--- src/rtl/dramc_pkg.sv ---
`timescale 1ns/1ps
package dramc_pkg;
  typedef enum logic [2:0] {
    ST_IDLE,
    ST_ROW,
    ST_COL,
    ST_RFC,
    ST_RFR,
    ST_PRE
  } seq_st_e;

  function automatic int unsigned umax(int unsigned a, int unsigned b);
    return (a > b) ? a : b;
  endfunction
endpackage

--- src/rtl/dramc_refresh_timer.sv ---
`timescale 1ns/1ps
module dramc_refresh_timer #(
  parameter int unsigned INTERVAL = 1953
) (
  input  logic clk_i,
  input  logic rst_ni,
  input  logic take_i,
  output logic pend_o
);
  localparam int unsigned CW = (INTERVAL > 1) ? $clog2(INTERVAL) : 1;

  logic [CW-1:0] cnt_q;
  logic          tick;
  logic          pend_q;

  assign tick   = (cnt_q == CW'(INTERVAL - 1));
  assign pend_o = pend_q;

  always_ff @(posedge clk_i or negedge rst_ni) begin
    if (!rst_ni) begin
      cnt_q <= '0;
    end else if (tick) begin
      cnt_q <= '0;
    end else begin
      cnt_q <= cnt_q + 1'b1;
    end
  end

  // a new tick outranks the take in the same cycle
  always_ff @(posedge clk_i or negedge rst_ni) begin
    if (!rst_ni) begin
      pend_q <= 1'b0;
    end else if (tick) begin
      pend_q <= 1'b1;
    end else if (take_i) begin
      pend_q <= 1'b0;
    end
  end

  AST_TAKE_ONLY_PENDING: assert property (@(posedge clk_i) disable iff (!rst_ni)
    take_i |-> pend_q) else $error("take without pending refresh");
endmodule

--- src/rtl/dramc_parity.sv ---
`timescale 1ns/1ps
module dramc_parity #(
  parameter int unsigned DW  = 8,
  parameter bit          ODD = 1'b0
) (
  input  logic [DW-1:0] wdata_i,
  output logic          wpar_o,
  input  logic [DW-1:0] rdata_i,
  input  logic          rpar_i,
  output logic          err_o
);
  generate
    if (ODD) begin : g_odd
      assign wpar_o = ~^wdata_i;
      assign err_o  = rpar_i ^ (~^rdata_i);
    end else begin : g_even
      assign wpar_o = ^wdata_i;
      assign err_o  = rpar_i ^ (^rdata_i);
    end
  endgenerate
endmodule

--- src/rtl/dramc_seq.sv ---
`timescale 1ns/1ps
module dramc_seq
  import dramc_pkg::*;
#(
  parameter int unsigned AW    = 9,
  parameter int unsigned DW    = 8,
  parameter int unsigned T_RCD = 2,
  parameter int unsigned T_CAS = 2,
  parameter int unsigned T_RAS = 5,
  parameter int unsigned T_RP  = 4,
  parameter int unsigned T_CSR = 1
) (
  input  logic            clk_i,
  input  logic            rst_ni,
  input  logic            req_i,
  input  logic            we_i,
  input  logic [2*AW-1:0] addr_i,
  input  logic [DW-1:0]   wdata_i,
  input  logic            ref_pend_i,
  output logic            ref_take_o,
  output logic            ack_o,
  output logic [DW-1:0]   rdata_o,
  output logic            rvalid_o,
  output logic            perr_o,
  input  logic [DW-1:0]   rd_data_i,
  input  logic            rd_perr_i,
  output logic [AW-1:0]   addr_o,
  output logic            ras_n_o,
  output logic            cas_n_o,
  output logic            we_n_o,
  output logic [DW-1:0]   wr_data_o
);
  localparam int unsigned TMAX = umax(umax(umax(T_RCD, T_CAS), umax(T_RAS, T_RP)), T_CSR);
  localparam int unsigned TW   = $clog2(TMAX + 1);
  localparam int unsigned HW   = $clog2(T_RP + 2);

  seq_st_e         state_q;
  logic [TW-1:0]   cnt_q;
  logic            cnt_done;
  logic [AW-1:0]   row_q, col_q;
  logic            wr_q;
  logic [DW-1:0]   wdat_q;
  logic [DW-1:0]   rdata_q;
  logic            ack_q, rvalid_q, perr_q;

  assign cnt_done   = (cnt_q == '0);
  assign ref_take_o = (state_q == ST_IDLE) && ref_pend_i;

  always_ff @(posedge clk_i or negedge rst_ni) begin
    if (!rst_ni) begin
      state_q  <= ST_IDLE;
      cnt_q    <= '0;
      row_q    <= '0;
      col_q    <= '0;
      wr_q     <= 1'b0;
      wdat_q   <= '0;
      rdata_q  <= '0;
      ack_q    <= 1'b0;
      rvalid_q <= 1'b0;
      perr_q   <= 1'b0;
    end else begin
      ack_q    <= 1'b0;
      rvalid_q <= 1'b0;
      perr_q   <= 1'b0;
      unique case (state_q)
        ST_IDLE: begin
          // refresh wins over a request seen in the same cycle
          if (ref_pend_i) begin
            state_q <= ST_RFC;
            cnt_q   <= TW'(T_CSR - 1);
          end else if (req_i) begin
            state_q <= ST_ROW;
            cnt_q   <= TW'(T_RCD - 1);
            row_q   <= addr_i[2*AW-1:AW];
            col_q   <= addr_i[AW-1:0];
            wr_q    <= we_i;
            wdat_q  <= wdata_i;
          end
        end
        ST_ROW: begin
          if (cnt_done) begin
            state_q <= ST_COL;
            cnt_q   <= TW'(T_CAS - 1);
          end else begin
            cnt_q <= cnt_q - 1'b1;
          end
        end
        ST_COL: begin
          if (cnt_done) begin
            state_q <= ST_PRE;
            cnt_q   <= TW'(T_RP - 1);
            ack_q   <= 1'b1;
            if (!wr_q) begin
              rdata_q  <= rd_data_i;
              rvalid_q <= 1'b1;
              perr_q   <= rd_perr_i;
            end
          end else begin
            cnt_q <= cnt_q - 1'b1;
          end
        end
        ST_RFC: begin
          if (cnt_done) begin
            state_q <= ST_RFR;
            cnt_q   <= TW'(T_RAS - 1);
          end else begin
            cnt_q <= cnt_q - 1'b1;
          end
        end
        ST_RFR: begin
          if (cnt_done) begin
            state_q <= ST_PRE;
            cnt_q   <= TW'(T_RP - 1);
          end else begin
            cnt_q <= cnt_q - 1'b1;
          end
        end
        ST_PRE: begin
          if (cnt_done) begin
            state_q <= ST_IDLE;
          end else begin
            cnt_q <= cnt_q - 1'b1;
          end
        end
        default: state_q <= ST_IDLE;
      endcase
    end
  end

  assign ras_n_o   = !(state_q inside {ST_ROW, ST_COL, ST_RFR});
  assign cas_n_o   = !(state_q inside {ST_COL, ST_RFC, ST_RFR});
  assign we_n_o    = !(wr_q && (state_q inside {ST_ROW, ST_COL}));
  assign addr_o    = (state_q == ST_ROW) ? row_q :
                     (state_q == ST_COL) ? col_q : '0;
  assign wr_data_o = wdat_q;
  assign ack_o     = ack_q;
  assign rvalid_o  = rvalid_q;
  assign perr_o    = perr_q;
  assign rdata_o   = rdata_q;

  // row-strobe high time, saturating, used only by the precharge check
  logic [HW-1:0] ras_hi_q;
  always_ff @(posedge clk_i or negedge rst_ni) begin
    if (!rst_ni) begin
      ras_hi_q <= HW'(T_RP);
    end else if (!ras_n_o) begin
      ras_hi_q <= '0;
    end else if (ras_hi_q < HW'(T_RP)) begin
      ras_hi_q <= ras_hi_q + 1'b1;
    end
  end

  AST_ROW_BEFORE_COL: assert property (@(posedge clk_i) disable iff (!rst_ni)
    ($fell(cas_n_o) && !ras_n_o) |-> $past(!ras_n_o)) else $error("column before row");
  AST_CBR_ORDER: assert property (@(posedge clk_i) disable iff (!rst_ni)
    ($fell(ras_n_o) && !cas_n_o) |-> ($past(!cas_n_o) && we_n_o)) else $error("bad refresh order");
  AST_CBR_NO_ADDR: assert property (@(posedge clk_i) disable iff (!rst_ni)
    (!cas_n_o && ras_n_o) |-> (addr_o == '0)) else $error("address during refresh");
  AST_PRECHARGE: assert property (@(posedge clk_i) disable iff (!rst_ni)
    $fell(ras_n_o) |-> (ras_hi_q >= HW'(T_RP))) else $error("precharge too short");
  AST_WE_BEFORE_CAS: assert property (@(posedge clk_i) disable iff (!rst_ni)
    ($fell(cas_n_o) && !we_n_o) |-> $past(!we_n_o)) else $error("late write enable");
  AST_RVALID_WITH_ACK: assert property (@(posedge clk_i) disable iff (!rst_ni)
    rvalid_o |-> ack_o) else $error("rvalid without ack");
  AST_PERR_QUAL: assert property (@(posedge clk_i) disable iff (!rst_ni)
    perr_o |-> rvalid_o) else $error("perr without rvalid");
  AST_ACK_PULSE: assert property (@(posedge clk_i) disable iff (!rst_ni)
    ack_o |=> !ack_o) else $error("ack wider than one cycle");
endmodule

--- src/rtl/dram_ctrl.sv ---
`timescale 1ns/1ps
module dram_ctrl #(
  parameter int unsigned AW                 = 9,
  parameter int unsigned DW                 = 8,
  parameter int unsigned T_RCD              = 2,
  parameter int unsigned T_CAS              = 2,
  parameter int unsigned T_RAS              = 5,
  parameter int unsigned T_RP               = 4,
  parameter int unsigned T_CSR              = 1,
  parameter int unsigned REFRESH_WINDOW_CYC = 1000000
) (
  input  logic            clk_i,
  input  logic            rst_ni,
  input  logic            req_i,
  input  logic            we_i,
  input  logic [2*AW-1:0] addr_i,
  input  logic [DW-1:0]   wdata_i,
  output logic            ack_o,
  output logic [DW-1:0]   rdata_o,
  output logic            rvalid_o,
  output logic            perr_o,
  output logic [AW-1:0]   dram_addr_o,
  output logic            dram_ras_no,
  output logic            dram_cas_no,
  output logic            dram_we_no,
  output logic [DW-1:0]   dram_d_o,
  output logic            dram_dp_o,
  input  logic [DW-1:0]   dram_q_i,
  input  logic            dram_qp_i
);
  localparam int unsigned ROWS     = 2 ** AW;
  localparam int unsigned INTERVAL = REFRESH_WINDOW_CYC / ROWS;

  logic          ref_pend, ref_take, rd_perr;
  logic [DW-1:0] wr_data;

  dramc_refresh_timer #(.INTERVAL(INTERVAL)) u_timer (
    .clk_i  (clk_i),
    .rst_ni (rst_ni),
    .take_i (ref_take),
    .pend_o (ref_pend)
  );

  dramc_parity #(.DW(DW), .ODD(1'b0)) u_par (
    .wdata_i (wr_data),
    .wpar_o  (dram_dp_o),
    .rdata_i (dram_q_i),
    .rpar_i  (dram_qp_i),
    .err_o   (rd_perr)
  );

  dramc_seq #(
    .AW(AW), .DW(DW), .T_RCD(T_RCD), .T_CAS(T_CAS),
    .T_RAS(T_RAS), .T_RP(T_RP), .T_CSR(T_CSR)
  ) u_seq (
    .clk_i      (clk_i),
    .rst_ni     (rst_ni),
    .req_i      (req_i),
    .we_i       (we_i),
    .addr_i     (addr_i),
    .wdata_i    (wdata_i),
    .ref_pend_i (ref_pend),
    .ref_take_o (ref_take),
    .ack_o      (ack_o),
    .rdata_o    (rdata_o),
    .rvalid_o   (rvalid_o),
    .perr_o     (perr_o),
    .rd_data_i  (dram_q_i),
    .rd_perr_i  (rd_perr),
    .addr_o     (dram_addr_o),
    .ras_n_o    (dram_ras_no),
    .cas_n_o    (dram_cas_no),
    .we_n_o     (dram_we_no),
    .wr_data_o  (wr_data)
  );

  assign dram_d_o = wr_data;
endmodule

--- config.mk ---
export PLATFORM = sky130hd
export DESIGN_NAME = dram_ctrl
export DESIGN_NICKNAME = d
export VERILOG_FILES = /design/src/rtl/dramc_pkg.sv /design/src/rtl/dramc_refresh_timer.sv /design/src/rtl/dramc_parity.sv /design/src/rtl/dramc_seq.sv /design/src/rtl/dram_ctrl.sv
export SDC_FILE = /design/constraint.sdc
export NUM_CORES = 1
export LEC_CHECK = 0
export CAP_MARGIN = 5
export CORE_ASPECT_RATIO = 1.75
export CORE_MARGIN = 8
export CORE_UTILIZATION = 49
export CTS_CLUSTER_DIAMETER = 30
export DETAILED_ROUTE_END_ITERATION = 12
export PLACE_DENSITY = 0.8
export SKIP_CTS_REPAIR_TIMING = 1
export SKIP_LAST_GASP = 1
export SYNTH_ARGS = -nofsm -noshare
export SYNTH_HDL_FRONTEND = slang
export SYNTH_SLANG_ARGS = --single-unit
--- constraint.sdc ---
create_clock -name clk_i -period 2 [get_ports clk_i]
set_input_delay 0.4 -clock clk_i [delete_from_list [all_inputs] [get_ports clk_i]]
set_output_delay 0.4 -clock clk_i [all_outputs]
set_load 0.005 [all_outputs]
==> results of run 1 <==
-- cell families (layout without fill, tap and decap cells) --
| group | count (synthesis) | in the layout | share of synthesized area |
|---|---|---|---|
| multiplexers | 36 | 36 | 0.149 |
| adder cells (fa/ha/maj) | 4 | 4 | 0.0185 |
| XOR/XNOR | 21 | 21 | 0.0729 |
| AO/OA/AOI/OAI | 41 | 41 | 0.101 |
| flip-flops | 56 | 56 | 0.517 |
| AND/OR/NAND/NOR | 54 | 54 | 0.110 |
| buffers and inverters | 18 | 96 | 0.0323 |
-- stage by stage --
stage                     power (mW)  utilization  hold WS, ps  setup WS (ps)  cell area (sq um)
after CTS                       5.23        0.671         90.6           -202               3660
after floorplan                 3.25            -          104            260               2710
after detailed placement        4.59        0.655          421            112               3570
after global placement          4.53        0.655          419            157               3570
final                           5.29        0.688         81.6           -165               3750
after global routing            5.66        0.688          106           -260               3750
-- state kept, by name (all words and copies together) (netlist names) --
| register | flops |
|---|---|
| u_seq.wr_q | 1 |
| u_timer.cnt_q | 11 |
| u_seq.ack_o | 1 |
| u_seq.rdata_o | 8 |
| u_timer.pend_o | 1 |
| u_seq.row_q | 9 |
| u_seq.wr_data_o | 8 |
| u_seq.perr_o | 1 |
| u_seq.cnt_q | 3 |
| u_seq.rvalid_o | 1 |
| u_seq.col_q | 9 |
| u_seq.state_q | 3 |
-- synthesized netlist by cell type (all sizes together), types with 2 or more instances --
library cell,number,area (sq um)
clkbuf,5,18.8
buf,7,46.3
dfrtp,56,1400
o21a,2,15.0
xor2,5,43.8
nor3,2,26.3
nand3,5,25.0
nand4,2,12.5
inv,6,22.5
and2,2,12.5
a211oi,2,15.0
nor2,18,67.6
xnor2,15,131
ha,4,50.1
nand2,4,15.0
or3,2,12.5
o31ai,4,30.0
mux2,35,394
nor2b,7,43.8
nand2b,3,18.8
o21ai,9,45.0
nor4,2,12.5
or2,2,12.5
a22oi,9,67.6
a21oi,7,35.0
-- placed cells by master, fill, tap and decap left out, drive strengths merged, types with 4 or more instances in the layout --
master         Yosys  layout
clkdlybuf4s50      0      61
dfrtp             56      56
mux2              35      35
nor2              18      18
xnor2             15      15
buf                7      13
a22oi              9       9
o21ai              9       9
dlymetal6s2s       0       8
clkbuf             5       8
a21oi              7       7
nor2b              7       7
inv                6       6
nand3              5       5
xor2               5       5
nand2              4       4
o31ai              4       4
ha                 4       4
-- where the power goes --
group	switching (mW)	total (mW)	internal [mW]
registers	0.309	1.87	1.56
logic	1.06	2.80	1.73
clock network	0.335	0.618	0.283
-- layer usage --
layer,track usage,up-vias,part of all wire
met1,0.171,1012,0.38
met2,0.280,49,0.55
met3,0.0439,8,0.052
li1,-,963,-
met4,0.0549,0,0.012
met5,0,-,0
-- cell type report --
type,instances,share of cell area
sequential,56,0.374
timing repair buffer,82,0.232
multi-input combinational,156,0.338
clock buffer,8,0.0240
tap,76,0.0253
inverter,6,0.00600
-- worst max-delay path, delay by kind of cell, from the launching register on --
kind	cells	cell delay, ps
flops	1	420
compound gates	1	80
simple gates	2	310
buf+inv	2	650
-- how the worst max path moves through the flow --
| stage | from | end |
|---|---|---|
| 2_1_floorplan | u_seq.cnt_q[0] | u_seq.rdata_o[0] |
| 3_3_place_gp | dram_q_i[2] | u_seq.perr_o |
| 3_5_place_dp | u_seq.cnt_q[0] | u_seq.rdata_o[0] |
| 4_1_cts | u_seq.state_q[1] | dram_addr_o[2] |
| 5_1_grt | u_seq.state_q[0] | dram_ras_no |
| 6_report | u_seq.state_q[0] | dram_addr_o[2] |
==> flow_metrics.py, run 1 <==
metrics = {
    "outcome": {
        "status": "complete, but fails checks",
        "violations": "setup timing",
    },
    "global_routing": {
        "grt_max_degree": 57,
        "overflow": 0,
        "track_usage": 0.158,
        "antenna_found_initial": 0,
        "grt_pass1_wl_mm": 10.3,
        "grt_pass1_vias": 2184,
    },
    "critical_path": {
        "path_cells": "nor2b_4 -> buf_6 -> a22oi_1 -> nor2_1 -> clkdlybuf4s50_1",
        "reg2reg_from": "u_seq.cnt_q[0]",
        "critical_path.max_fanout": 7,
        "rr_endpoint": "u_seq.rdata_o[0]",
        "slowest_delay_ps": 520,
        "critical_path_class": "register to output pin",
        "reg2regPathDepth": 7,
        "cp_data_required_time_ps": 1600,
        "startpoint_type": "register",
        "r2r_setup_slack_ps": 110,
        "worstPathArrival_ps": 1770,
        "critPathCaptureType": "output pin",
        "crit_slowest_cell": "clkdlybuf4s50_1",
    },
    "logic_synthesis": {
        "async_reset_ff_frac": 1.00,
        "synth_cell_types": 45,
        "synth_fp_nets": 273,
        "yosysSeqAreaShare": 0.517,
        "synth-seq-cells": 56,
        "synthCells": 230,
        "yosysWarnings": 0,
        "synth_edf_count": 0,
        "synth.avg_cell_area_sq_um": 11.8,
        "synth_area_sq_mm": 0.00271,
        "ys.flop_type": "dfrtp_1",
    },
    "sta": {
        "setup_viol": 5,
        "max-slew-margin-rel": 0.720,
        "worst_pin_slew_ps": 416,
        "max_freq_mhz": 462,
        "finalClockSkew_ps": 8.43,
        "rsz0062_at_grt": "yes",
        "tns_ps": -761,
        "period_minus_slack_ps": 2170,
        "finalHoldViolCount": 0,
        "setup_ws_ps": -165,
        "slew_viol_final": 0,
        "period_share": 1.08,
    },
    "final_layout": {
        "fin_nets": 350,
        "nFillCells": 418,
        "layout-drive-gt1-share": 0.208,
        "syn_to_final_growth_pct": 38.4,
        "fin_cells": 384,
        "multiInputGateArea_sq_mm": 0.00127,
        "n_antenna_cell": 0,
        "seq_area_sq_mm": 0.00140,
    },
    "power_and_ir_drop": {
        "ir_worst_vdd_mv": 1.41,
        "leakage_nw": 1.66,
        "p_per_area_mw_per_mm2": 1410,
    },
    "clock_network": {
        "cts_buffer_depth": 2,
        "cts_made_buffers": 5,
        "clkTransAtPathRegs_ps": 90,
        "cts_root_buffer": "clkbuf_8",
        "clock_latency_ps": 300,
        "cts_max_level": 2,
        "clkSinkCount": 56,
        "cts_tree": "built",
    },
    "detailed_routing": {
        "wl_per_cell_um": 16.2,
        "drtIter0Drc": 151,
        "viasPerCell": 5.29,
        "vias": 2032,
        "drc": 0,
        "routed_wl_mm": 6.24,
        "ant_nets": 0,
        "dr.pass1.iters": 4,
    },
    "placement": {
        "port_buffers": 70,
        "dp_hpwl_mm": 4.72,
        "placed_cells": 375,
        "finalWeightedCongestion": 0.855,
    },
    "die": {
        "die_h_um": 114,
        "start_util": 0.497,
        "die-area_sq_mm": 0.00826,
        "core_sq_mm": 0.00545,
        "die_w_um": 72.2,
        "io_pins": 71,
        "rows": 36,
    },
    "job": {
        "cap_viol_max_count": 0,
    },
    "hold_path": {
        "hp-class": "input pin to async pin",
    },
}
(Power assumes the default switching activity.)
==> run 2, diff against run 1 <==
Settings changed: CORE_UTILIZATION 49 to 44, PLACE_DENSITY 0.8 to 0.76, RECOVER_POWER set to 25.
Clock period 2 ns to 1.9 ns, I/O delays scaled along.
==> flow_metrics.py, run 2 (synthesis results as in run 1) <==
metrics = {
    "outcome": {
        "status": "finished, final reports clean",
    },
    "sta": {
        "worst_pin_slew_ps": 1040,
        "slew_viol_final": 0,
        "rsz0062_at_grt": "yes",
        "period_minus_slack_ps": 1880,
        "tns_ps": 0,
        "setup_viol": 0,
        "period_share": 0.990,
        "holdWs_ps": 230,
        "finalClockSkew_ps": 7.92,
        "max_freq_mhz": 532,
        "setup_ws_ps": 18.7,
        "max-slew-margin-rel": 0.305,
        "finalHoldViolCount": 0,
    },
    "placement": {
        "placed_cells": 382,
        "port_buffers": 70,
        "dp_hpwl_mm": 4.81,
        "place_area_sq_mm": 0.00360,
        "pre_cts_ws_ps": 31.9,
        "finalWeightedCongestion": 0.952,
    },
    "detailed_routing": {
        "drc": 0,
        "dr.pass1.iters": 4,
        "vias": 2047,
        "viasPerCell": 5.18,
        "ant_nets": 0,
        "wl_per_cell_um": 15.8,
        "routed_wl_mm": 6.22,
        "drtIter0Drc": 67,
    },
    "hold_path": {
        "hp-class": "input pin to async pin",
    },
    "critical_path": {
        "rr_endpoint": "u_seq.row_q[6]",
        "reg2reg_from": "u_seq.state_q[1]",
        "r2r_setup_slack_ps": 20,
        "critical_path.max_fanout": 26,
        "reg2regPathDepth": 6,
        "critPathCaptureType": "register",
        "critical_path_class": "register to register",
        "cp_data_required_time_ps": 2090,
        "startpoint_type": "register",
        "worstPathArrival_ps": 2070,
    },
    "global_routing": {
        "grt_pass1_vias": 2286,
        "track_usage": 0.150,
        "antenna_found_initial": 0,
        "grt_pass1_wl_mm": 10.7,
        "grt_max_degree": 27,
        "overflow": 0,
    },
    "final_layout": {
        "syn_to_final_growth_pct": 40.5,
        "regMostFlops": "u_timer.cnt_q",
        "largest_reg_flops": 11,
        "seq_area_sq_mm": 0.00140,
        "layout.cells.most_common": "clkdlybuf4s50_1",
        "nFillCells": 499,
        "multiInputGateArea_sq_mm": 0.00127,
        "layout-drive-gt1-share": 0.232,
        "top_regs": "u_timer.cnt_q (11), u_seq.col_q (9), u_seq.row_q (9)",
        "fin_cells": 395,
        "stdcell_area_sq_mm": 0.00381,
        "n_antenna_cell": 0,
        "fin_nets": 357,
        "final_cell_mix": "clkdlybuf4s50_1, dfrtp_1, mux2_2",
        "postLayoutCoreUtil": 0.626,
    },
    "clock_network": {
        "clock_latency_ps": 310,
        "clkSinkCount": 56,
        "cts_root_buffer": "clkbuf_8",
        "cts_tree": "built",
        "cts_max_level": 2,
        "cts_made_buffers": 5,
        "cts_buffer_depth": 2,
        "clkTransAtPathRegs_ps": 100,
    },
    "die": {
        "core_sq_mm": 0.00609,
        "die_w_um": 75.3,
        "die_h_um": 120,
        "die-area_sq_mm": 0.00903,
        "start_util": 0.446,
        "io_pins": 71,
        "rows": 38,
    },
    "power_and_ir_drop": {
        "ir_worst_vdd_mv": 1.43,
        "total_power_mw": 5.62,
        "p_per_area_mw_per_mm2": 1480,
        "leakage_nw": 1.74,
    },
    "job": {
        "cap_viol_max_count": 0,
    },
}
## run 2: worst max path at each step
stage,start,endpoint,cells past startpoint
after floorplan,u_seq.cnt_q[0],u_seq.rdata_o[0],6
after global routing,u_seq.state_q[1],u_seq.row_q[6],6
after global placement,dram_q_i[5],u_seq.perr_o,5
after CTS,u_seq.state_q[1],dram_addr_o[3],5
after detailed placement,u_seq.state_q[1],dram_addr_o[3],5
final,u_seq.state_q[1],u_seq.row_q[6],6
## run 2: area by class of cell
| cell class | count | area share |
|---|---|---|
| Clock buffer | 6 | 0.0217 |
| Timing Repair Buffer | 89 | 0.239 |
| Sequential cell | 56 | 0.368 |
| Inverter | 6 | 0.00591 |
| Clock inverter | 2 | 0.00394 |
| Tap cell | 80 | 0.0263 |
| Multi-Input combinational cell | 156 | 0.335 |
## run 2: critical path, cell delays in order, from the launching register on
cell and delay, ps:
dfrtp_1 440, buf_6 160, buf_4 170, nor3_2 260, nand3b_1 200, buf_12 220
mux2_1 320
## run 2: where the power goes
part / switching (mW) / total (mW) / leakage [nW] / internal (mW)
logic: 1.12 / 2.97 / 1.01 / 1.85
registers: 0.346 / 1.99 / 0.692 / 1.64
clock network: 0.371 / 0.667 / 0.0434 / 0.295
total: 1.84 / 5.62 / 1.74 / 3.79
## run 2: layer usage
layer / track usage / up-vias / part of all wire
li1: - / 976 / -
met1: 0.155 / 1013 / 0.37
met5: 0 / - / 0
met2: 0.263 / 45 / 0.55
met4: 0.0714 / 0 / 0.029
met3: 0.0418 / 13 / 0.050
